===== config.mk =====
export PLATFORM = sky130hd
export DESIGN_NAME = nibble_byte_rx
export DESIGN_NICKNAME = d
export VERILOG_FILES = /design/src/rtl/nib_pkg.sv /design/src/rtl/nib_sync.sv /design/src/rtl/nib_settle.sv /design/src/rtl/nib_pair.sv /design/src/rtl/nib_overrun.sv /design/src/rtl/nibble_byte_rx.sv
export SDC_FILE = /design/constraint.sdc
export NUM_CORES = 1
export LEC_CHECK = 0
export BUFFER_PORTS_ARGS = -buffer_cell sky130_fd_sc_hd__buf_2
export CORE_UTILIZATION = 57
export DETAILED_ROUTE_END_ITERATION = 16
export PLACE_DENSITY = 0.83
export SLEW_MARGIN = 20
export SYNTH_ARGS = -nofsm -noshare
export SYNTH_HDL_FRONTEND = slang
export SYNTH_HIERARCHICAL = 1
export SYNTH_SLANG_ARGS = --single-unit
export TNS_END_PERCENT = 20

===== constraint.sdc =====
create_clock -name clk -period 2.58 [get_ports clk]
set_input_delay 0.774 -clock clk [delete_from_list [all_inputs] [get_ports clk]]
set_output_delay 0.774 -clock clk [all_outputs]
set_load 0.01 [all_outputs]

===== src/rtl/nib_pkg.sv =====
package nib_pkg;
  localparam int NIB_W = 4;
  localparam int BYTE_W = 2 * NIB_W;

  typedef enum logic {
    PAIR_LOW  = 1'b0,
    PAIR_HIGH = 1'b1
  } pair_state_t;
endpackage


===== src/rtl/nib_sync.sv =====
module nib_sync #(
  parameter int W      = 4,
  parameter int STAGES = 2
) (
  input  logic         clk,
  input  logic         rst,
  input  logic [W-1:0] async_in,
  output logic [W-1:0] sync_out
);
  logic [W-1:0] chain_q [STAGES];

  genvar s;
  generate
    for (s = 0; s < STAGES; s++) begin : g_stage
      always_ff @(posedge clk) begin
        if (rst) chain_q[s] <= '0;
        else if (s == 0) chain_q[s] <= async_in;
        else chain_q[s] <= chain_q[(s == 0) ? 0 : s-1];
      end
    end
  endgenerate

  assign sync_out = chain_q[STAGES-1];
endmodule


===== src/rtl/nib_settle.sv =====
module nib_settle #(
  parameter int W             = 4,
  parameter int STABLE_CYCLES = 8
) (
  input  logic         clk,
  input  logic         rst,
  input  logic [W-1:0] sync_in,
  output logic         strobe,
  output logic [W-1:0] value
);
  localparam int CW = $clog2(STABLE_CYCLES + 1);
  localparam logic [CW-1:0] LIMIT = CW'(STABLE_CYCLES);

  logic [W-1:0]  last_q;
  logic [CW-1:0] cnt_q, cnt_n;
  logic          armed_q;
  logic          is_idle, changed, fire;

  always_comb begin
    is_idle = (sync_in == '0);
    changed = (sync_in != last_q);
    if (changed)             cnt_n = CW'(1);
    else if (cnt_q == LIMIT) cnt_n = LIMIT;
    else                     cnt_n = cnt_q + CW'(1);
    fire = armed_q && !is_idle && (cnt_n == LIMIT);
  end

  always_ff @(posedge clk) begin
    if (rst) begin
      last_q  <= '0;
      cnt_q   <= '0;
      armed_q <= 1'b1;
      strobe  <= 1'b0;
      value   <= '0;
    end else begin
      strobe <= fire;
      if (fire) value <= sync_in;
      last_q <= sync_in;
      if (is_idle) begin
        cnt_q   <= '0;
        armed_q <= 1'b1;
      end else begin
        cnt_q <= cnt_n;
        if (fire) armed_q <= 1'b0;
      end
    end
  end

  assert_nonzero_nibble_R3: assert property (@(posedge clk) disable iff (rst)
    strobe |-> (value != '0));

  assert_single_accept_R5: assert property (@(posedge clk) disable iff (rst)
    strobe |=> !strobe);
endmodule


===== src/rtl/nib_pair.sv =====
module nib_pair
  import nib_pkg::*;
#(
  parameter int PAIR_TIMEOUT = 512
) (
  input  logic              clk,
  input  logic              rst,
  input  logic              nib_strobe,
  input  logic [NIB_W-1:0]  nib_value,
  output logic [BYTE_W-1:0] byte_out,
  output logic              byte_valid,
  output logic              framing_error
);
  localparam int TW = (PAIR_TIMEOUT > 2) ? $clog2(PAIR_TIMEOUT) : 1;
  localparam logic [TW-1:0] LAST_TICK = TW'(PAIR_TIMEOUT - 1);

  pair_state_t      state_q;
  logic [NIB_W-1:0] low_q;
  logic [TW-1:0]    timer_q;

  always_ff @(posedge clk) begin
    if (rst) begin
      state_q       <= PAIR_LOW;
      low_q         <= '0;
      timer_q       <= '0;
      byte_out      <= '0;
      byte_valid    <= 1'b0;
      framing_error <= 1'b0;
    end else begin
      byte_valid    <= 1'b0;
      framing_error <= 1'b0;
      case (state_q)
        PAIR_LOW: begin
          if (nib_strobe) begin
            low_q   <= nib_value;
            timer_q <= '0;
            state_q <= PAIR_HIGH;
          end
        end
        PAIR_HIGH: begin
          if (nib_strobe) begin
            byte_out   <= {nib_value, low_q};
            byte_valid <= 1'b1;
            state_q    <= PAIR_LOW;
          end else if (timer_q == LAST_TICK) begin
            framing_error <= 1'b1;
            state_q       <= PAIR_LOW;
          end else begin
            timer_q <= timer_q + TW'(1);
          end
        end
        default: state_q <= PAIR_LOW;
      endcase
    end
  end

  assert_high_follows_low_R2: assert property (@(posedge clk) disable iff (rst)
    byte_valid |-> $past(state_q == PAIR_HIGH));

  assert_valid_one_cycle_R7: assert property (@(posedge clk) disable iff (rst)
    byte_valid |=> !byte_valid);

  assert_timeout_source_R6: assert property (@(posedge clk) disable iff (rst)
    framing_error |-> $past(state_q == PAIR_HIGH && !nib_strobe));

  assert_error_pulse_R6: assert property (@(posedge clk) disable iff (rst)
    framing_error |=> !framing_error);
endmodule


===== src/rtl/nib_overrun.sv =====
module nib_overrun (
  input  logic clk,
  input  logic rst,
  input  logic byte_valid,
  input  logic byte_ready,
  output logic overrun
);
  logic pending_q;

  always_ff @(posedge clk) begin
    if (rst) begin
      pending_q <= 1'b0;
      overrun   <= 1'b0;
    end else begin
      if (byte_valid) pending_q <= !byte_ready;
      else if (byte_ready) pending_q <= 1'b0;
      if (byte_valid && pending_q && !byte_ready) overrun <= 1'b1;
    end
  end

  assert_overrun_sticky_R8: assert property (@(posedge clk) disable iff (rst)
    overrun |=> overrun);

  assert_overrun_cause_R8: assert property (@(posedge clk) disable iff (rst)
    $rose(overrun) |-> $past(byte_valid && !byte_ready));
endmodule


===== src/rtl/nibble_byte_rx.sv =====
module nibble_byte_rx
  import nib_pkg::*;
#(
  parameter int STABLE_CYCLES = 8,
  parameter int PAIR_TIMEOUT  = 512,
  parameter int SYNC_STAGES   = 2
) (
  input  logic              clk,
  input  logic              rst,
  input  logic [NIB_W-1:0]  nib_in,
  input  logic              byte_ready,
  output logic [BYTE_W-1:0] byte_out,
  output logic              byte_valid,
  output logic              framing_error,
  output logic              overrun
);
  logic [NIB_W-1:0] nib_sync_w;
  logic             acc_strobe;
  logic [NIB_W-1:0] acc_value;

  nib_sync #(.W(NIB_W), .STAGES(SYNC_STAGES)) u_sync (
    .clk(clk), .rst(rst), .async_in(nib_in), .sync_out(nib_sync_w)
  );

  nib_settle #(.W(NIB_W), .STABLE_CYCLES(STABLE_CYCLES)) u_settle (
    .clk(clk), .rst(rst), .sync_in(nib_sync_w),
    .strobe(acc_strobe), .value(acc_value)
  );

  nib_pair #(.PAIR_TIMEOUT(PAIR_TIMEOUT)) u_pair (
    .clk(clk), .rst(rst), .nib_strobe(acc_strobe), .nib_value(acc_value),
    .byte_out(byte_out), .byte_valid(byte_valid), .framing_error(framing_error)
  );

  nib_overrun u_ovr (
    .clk(clk), .rst(rst), .byte_valid(byte_valid),
    .byte_ready(byte_ready), .overrun(overrun)
  );
endmodule


==> impl_metrics.ini, run 1 <==
[status]
status = complete, no violations

[sta]
layout_min_cycle_time_ps = 2140
post-route-period-util_pct = 82.96
setup_tns_ps = 0
finalSetupViolCount = 0
max_slew.worst_pin.slew_ps = 420.9
max_freq_mhz = 467.2
hold_violations = 0
slew_violations = 0
slew_headroom_pct = 71.71
finClkSkew_ps = 7.451
rsz0062_at_grt = no

[floorplanning]
die_h_um = 60.63
fp.dieArea_um2 = 3676
io_pins = 18
initial_core_util_pct = 62.14
die_x_um = 60.63
coreArea_um2 = 3153
row_count = 20

[synthesis]
ys.flop_type = dfxtp_1
postSynthCellCount = 216
synth_top_area_cell = dfxtp_1
synth_top_area_share_pct = 49.04
ys_seq_elements = 48
synth_cell_types = 42
yosysWarnings = 6
netlist_area_um2 = 1959
synthTopCellsByCount = dfxtp_1 (48), a21oi_1 (21), nand2_1 (19)
async_flop_share_pct = 0
syn-num-nets = 227
synth.most_common_cell = dfxtp_1
synth-edff-count = 0
synthTopCellsByArea = dfxtp_1 (49%), a21oi_1 (5.4%), nor2b_1 (4.2%)
ys_seq_area_share_pct = 49.04
synth_area_per_cell_um2 = 9.071

[hold_path]
min_to = u_sync/chain_q[1][1]$_SDFF_PP0_
min_path_type = reg2reg
hp-start = u_sync/chain_q[0][1]$_SDFF_PP0_
whs_path_depth = 1

[setup_path]
r2r_slack_ps = 440
slowest_stage = or4_1
crit_top_cell = ha_1
path_max_fanout = 10
path_class = reg2reg
crit-reg2reg-launch = u_pair/timer_q[0]$_SDFFE_PP0P_
crit_family = simple AND/OR/NAND/NOR gates
start_kind = flip-flop
crit_path_max_incr_delay_ps = 490
crit_required_ps = 2860
timing.rr.end = u_pair/timer_q[7]$_SDFFE_PP0P_
cp-end-kind = flip-flop
r2r_cells = 7
path_cells = ha_1, nand3_1, nor2_1, ha_1, or2_1, or4_1, a211oi_1
worst-endpoint-arrival_ps = 2430
cp.buffers_inverters = 0

[pwr]
p_int_w = 0.0009288
p_switching_w = 0.0002503
power.total_w = 0.001179
switching_share_pct = 21.23
p_leak_nw = 0.8025
p_clk_share_pct = 31.3
vdd_drop_max_mv = 0.4312
p_seq_share_pct = 64.1
power.density_nw_per_um2 = 548.6
combinationalPowerShare_pct = 4.6

[routing]
first_iter_violations = 97
drtPass1Iterations = 4
remaining_drc_errors = 0
final_antenna_net_count = 0
vias = 1521
drt_wl_total_um = 3380
avgRoutedWirePerCell_um = 12.16
avgViaCountPerCell = 5.471

[finish]
antenna_cells = 0
regArea_um2 = 960.9
final_cells = 278
multi_input_area_um2 = 897.1
syn2layout_area_growth_pct = 9.706
nNetsFinal = 245
fillerInstances = 278
drive_gt1_share_pct = 14.53

[cts]
htreeDepth = 2
ctsLongestPathBuffers = 2
tritoncts = yes
cts_sinks = 48
cts_resized = 0
cts-buffers-inserted = 5
cts-root-buf = clkbuf_4
clk_latency_ps = 360
clk_pin_slew_ps = 120
post_cts.repair.setup_buffers = 0
cts_hold_buf = 0

[placement]
dp_hpwl_um = 2357
portBuffers = 17
gp_congestion = 0.7659
post-place-cells = 271

[global_route]
grt_overflow = 0
grt_max_degree = 30
antenna_found_initial = 0
grt_pass1_wl_um = 5602
grt_pass1_vias = 1290
grt_usage_pct = 20.86

[job]
maxCapViolCount = 0
kinds of logic (layout without fill, tap and decap cells):
family / Yosys count / in the layout / share of synthesized area, %
adder cells (fa/ha/maj): 4 / 4 / 2.554
AND/OR/NAND/NOR: 89 / 89 / 25.73
buffers and inverters: 25 / 43 / 5.172
AO/OA/AOI/OAI: 45 / 45 / 15.26
flip-flops: 48 / 48 / 49.04
XOR/XNOR: 5 / 5 / 2.235
metal layers:
metal	GRT usage (%)	wire length (um)	up-vias
met5	0	0	-
met4	10.71	57	0
met3	5.117	123	5
met2	34.69	1593	29
met1	25.07	1606	699
li1	-	-	788
power by group through the flow:
stage	Combinational [W]	Clock, W	Sequential (W)
finish	0.0000539	0.000370	0.000756
global route	0.0000590	0.000407	0.000757
CTS	0.0000541	0.000382	0.000756
detailed placement	0.0000537	0	0.000772
global placement	0.0000524	0	0.000772
floorplan	0.0000383	0	0.000771
worst reg2reg max path: stages (launching register included):
cell      delay [ps]
dfxtp_1          360
ha_1             250
nand3_1           90
nor2_1            40
ha_1             260
or2_1            350
or4_1            490
a211oi_1         220
final cells by class:
type                       instances  area share, %
clock buffer                       7          3.027
sequential                        48          44.70
multi-input combinational        143          41.73
inverter                          15          2.619
tap                               44          2.561
timing repair buffer              21          5.355
metrics by stage:
stage / util (%) / area, um^2 / worst slack [ps] / hold WS (ps)
floorplan: - / 1959 / 599.0 / 413.8
global placement: 66.11 / 2085 / 533.5 / 416.4
detailed placement: 66.11 / 2085 / 449.6 / 427.0
CTS: 68.17 / 2150 / 432.4 / 455.5
global route: 68.17 / 2150 / 262.3 / 464.5
finish: 68.17 / 2150 / 439.6 / 449.9
state kept, by name, indices dropped and copies added, names as in the netlist:
signal / count
u_ovr/pending_q: 1
u_pair/byte_valid: 1
u_settle/cnt_q: 4
u_pair/byte_out: 8
u_settle/armed_q: 1
u_pair/state_q: 1
u_pair/low_q: 4
u_sync/chain_q: 8
u_settle/strobe: 1
u_settle/last_q: 4
u_settle/value: 4
u_pair/timer_q: 9
u_ovr/overrun: 1
u_pair/framing_error: 1
worst max-delay path by stage:
stage	slack [ps]	cells past startpoint	endpoint	start
final	440	7	u_pair/timer_q[7]$_SDFFE_PP0P_	u_pair/timer_q[0]$_SDFFE_PP0P_
after global routing	260	7	u_pair/timer_q[7]$_SDFFE_PP0P_	u_pair/timer_q[0]$_SDFFE_PP0P_
after CTS	430	7	u_pair/timer_q[7]$_SDFFE_PP0P_	u_pair/timer_q[0]$_SDFFE_PP0P_
after detailed placement	450	7	u_pair/timer_q[7]$_SDFFE_PP0P_	u_pair/timer_q[0]$_SDFFE_PP0P_
after global placement	530	7	u_pair/timer_q[7]$_SDFFE_PP0P_	u_pair/timer_q[0]$_SDFFE_PP0P_
after floorplan	600	8	u_pair/timer_q[7]$_SDFFE_PP0P_	u_pair/timer_q[0]$_SDFFE_PP0P_
cells in the final DEF (no fill, tap or decap), types with 2 or more instances in the layout:
| master | synthesis | layout |
|---|---|---|
| dfxtp_1 | 48 | 48 |
| or4_1 | 2 | 2 |
| clkbuf_4 | 0 | 5 |
| ha_1 | 4 | 4 |
| buf_4 | 0 | 4 |
| o21bai_1 | 2 | 2 |
| nand4_1 | 2 | 2 |
| a21oi_1 | 21 | 21 |
| o32ai_1 | 4 | 4 |
| nand3b_1 | 4 | 4 |
| nor2_1 | 11 | 11 |
| nand3_1 | 13 | 13 |
| inv_1 | 15 | 15 |
| buf_2 | 0 | 17 |
| o21ai_0 | 2 | 2 |
| xnor2_1 | 4 | 4 |
| a21o_1 | 2 | 2 |
| or2_2 | 2 | 2 |
| o2bb2ai_1 | 3 | 3 |
| o311ai_0 | 3 | 3 |
| a211o_1 | 2 | 2 |
| nand4b_1 | 2 | 2 |
| nand2b_1 | 11 | 11 |
| clkbuf_8 | 0 | 2 |
| nand2_1 | 19 | 19 |
| nor2b_1 | 13 | 13 |
(Power assumes the default switching activity.)
==> run 2, diff against run 1 <==
--- a/config.mk
+++ b/config.mk
@@ -6,9 +6,9 @@
 export NUM_CORES = 1
 export LEC_CHECK = 0
 export BUFFER_PORTS_ARGS = -buffer_cell sky130_fd_sc_hd__buf_2
-export CORE_UTILIZATION = 57
+export CORE_UTILIZATION = 52
 export DETAILED_ROUTE_END_ITERATION = 16
-export PLACE_DENSITY = 0.83
+export PLACE_DENSITY = 0.8
 export SLEW_MARGIN = 20
 export SYNTH_ARGS = -nofsm -noshare
 export SYNTH_HDL_FRONTEND = slang
==> constraint.sdc (replaced) <==
create_clock -name clk -period 1.85 [get_ports clk]
set_input_delay 0.555 -clock clk [delete_from_list [all_inputs] [get_ports clk]]
set_output_delay 0.555 -clock clk [all_outputs]
set_load 0.01 [all_outputs]
==> run 2 against run 1 <==
Net effect:
- worst setup slack got worse by 410 ps
- via count rose by 4.3%
- clock skew barely moved
- die area rose by 9.3%
- hold slack got worse by 36 ps
- sequential share of layout area fell by 2.5 points
- largest cell class unchanged
- highest routed layer unchanged
==> impl_metrics.ini, run 2 (same netlist as run 1, synthesis figures left out) <==
[setup_path]
r2r_slack_ps = 30
path_max_fanout = 5
timing.rr.end = u_pair/timer_q[7]$_SDFFE_PP0P_
worst-endpoint-arrival_ps = 2050
crit_path_end = u_pair/timer_q[7]$_SDFFE_PP0P_
slowest_stage = or4_1
path_class = reg2reg
start_kind = flip-flop
path_cells = ha_4, nand3_1, nor2_1, ha_2, or2_4, or4_1, a211oi_2
cp-end-kind = flip-flop
crit_start = u_pair/timer_q[1]$_SDFFE_PP0P_
crit_path_max_incr_delay_ps = 490
r2r_cells = 7
crit_required_ps = 2080
crit-reg2reg-launch = u_pair/timer_q[1]$_SDFFE_PP0P_

[floorplanning]
die_h_um = 63.39
row_count = 21
initial_core_util_pct = 56.49
die_x_um = 63.39
fp.dieArea_um2 = 4018
io_pins = 18
coreArea_um2 = 3468

[job]
maxCapViolCount = 0

[sta]
hold_violations = 0
rsz0062_at_grt = yes
layout_min_cycle_time_ps = 1822
fin_ws_ps = 28.39
max_freq_mhz = 549.0
finClkSkew_ps = 7.153
finalSetupViolCount = 0
max_slew.worst_pin.slew_ps = 544.5
slew_headroom_pct = 63.53
post-route-period-util_pct = 98.47
slew_violations = 0

[finish]
fin_area_um2 = 2287
final_util_pct = 65.95
nNetsFinal = 250
fillerInstances = 274
regArea_um2 = 965.9
antenna_cells = 0
top_register = u_pair/timer_q
largest_reg_flops = 9
multi_input_area_um2 = 943.4
syn2layout_area_growth_pct = 16.73
layout_common_cells = dfxtp_1 (44), a21oi_1 (21), nand2_1 (19)
drive_gt1_share_pct = 20.83
reg_top3 = u_pair/timer_q x9, u_pair/byte_out x8, u_sync/chain_q x8
layout_commonest_cell = dfxtp_1

[placement]
portBuffers = 17
gp_congestion = 0.8532
dp_hpwl_um = 2430
pre_cts_ws_ps = -9.123
place_area_um2 = 2142

[routing]
drt_wl_total_um = 3752
first_iter_violations = 139
vias = 1586
remaining_drc_errors = 0
avgViaCountPerCell = 5.545
drtPass1Iterations = 4
final_antenna_net_count = 0
avgRoutedWirePerCell_um = 13.12

[cts]
htreeDepth = 2
cts-root-buf = clkbuf_8
clk_latency_ps = 300
clk_pin_slew_ps = 90
cts-buffers-inserted = 5
cts_sinks = 48
ctsLongestPathBuffers = 2
tritoncts = yes

[status]
status = complete, no violations

[pwr]
p_leak_nw = 0.8540
vdd_drop_max_mv = 0.6604
power.density_nw_per_um2 = 821.6

[global_route]
grt_overflow = 0
grt_max_degree = 44
grt_pass1_vias = 1466
antenna_found_initial = 0
grt_usage_pct = 19.92
grt_pass1_wl_um = 6230

[hold_path]
min_path_type = in2reg
whs_path_depth = 2
[run 2: how the worst min path moves through the flow]
stage                                         start                               to
floorplan           u_sync/chain_q[0][0]$_SDFF_PP0_  u_sync/chain_q[1][0]$_SDFF_PP0_
global placement    u_sync/chain_q[0][0]$_SDFF_PP0_  u_sync/chain_q[1][0]$_SDFF_PP0_
detailed placement  u_sync/chain_q[0][0]$_SDFF_PP0_  u_sync/chain_q[1][0]$_SDFF_PP0_
CTS                                      byte_ready     u_ovr/pending_q$_SDFFE_PP0P_
global route                             byte_ready     u_ovr/pending_q$_SDFFE_PP0P_
finish                                   byte_ready     u_ovr/pending_q$_SDFFE_PP0P_
[run 2: what timing repair did]
item | 4_1_cts | 5_1_grt
pin swaps | 0 | 0
buffers inserted | 0 | 0
resized for setup | 1 | 7
endpoints found under the setup margin | 3 | 9
hold buffers | 0 | 0
[run 2: final cells by class]
cell class	instances	area share, %
Clock inverter	3	1.860
Clock buffer	5	3.009
Multi-Input combinational cell	143	41.25
Timing Repair Buffer	26	6.674
Tap cell	46	2.516
Sequential cell	48	42.23
Inverter	15	2.462
[run 2: layer usage]
layer  GRT usage, %  up-vias  wire [um]
li1               -      796          -
met1          23.38      741       1718
met2          33.78       45       1837
met3          6.159        4        162
met4          7.386        0         34
met5              0        -          0
[run 2: stage by stage]
step	total power [W]	instances	hold slack, ps	setup TNS, ps
finish	0.001879	286	414.2	0
global route	0.001946	286	413.8	-97.28
floorplan	0.001128	216	413.8	-12.48
detailed placement	0.001150	278	422.0	-9.123
CTS	0.001894	286	402.2	0
global placement	0.001147	278	416.5	0
[run 2: critical path: cells and delay by family, from the launching register on]
| family | cells | cell delay [ps] |
|---|---|---|
| adder cells (fa/ha/maj) | 2 | 340 |
| AND/OR/NAND/NOR | 4 | 870 |
| flip-flops | 1 | 350 |
| AO/OA/AOI/OAI | 1 | 180 |
[run 2: power by group]
group	internal (W)	total, W	switching, W
logic	0.0000346	0.0000807	0.0000461
clock network	0.000400	0.000746	0.000346
registers	0.00105	0.00105	0.00000755
total	0.00148	0.00188	0.000399
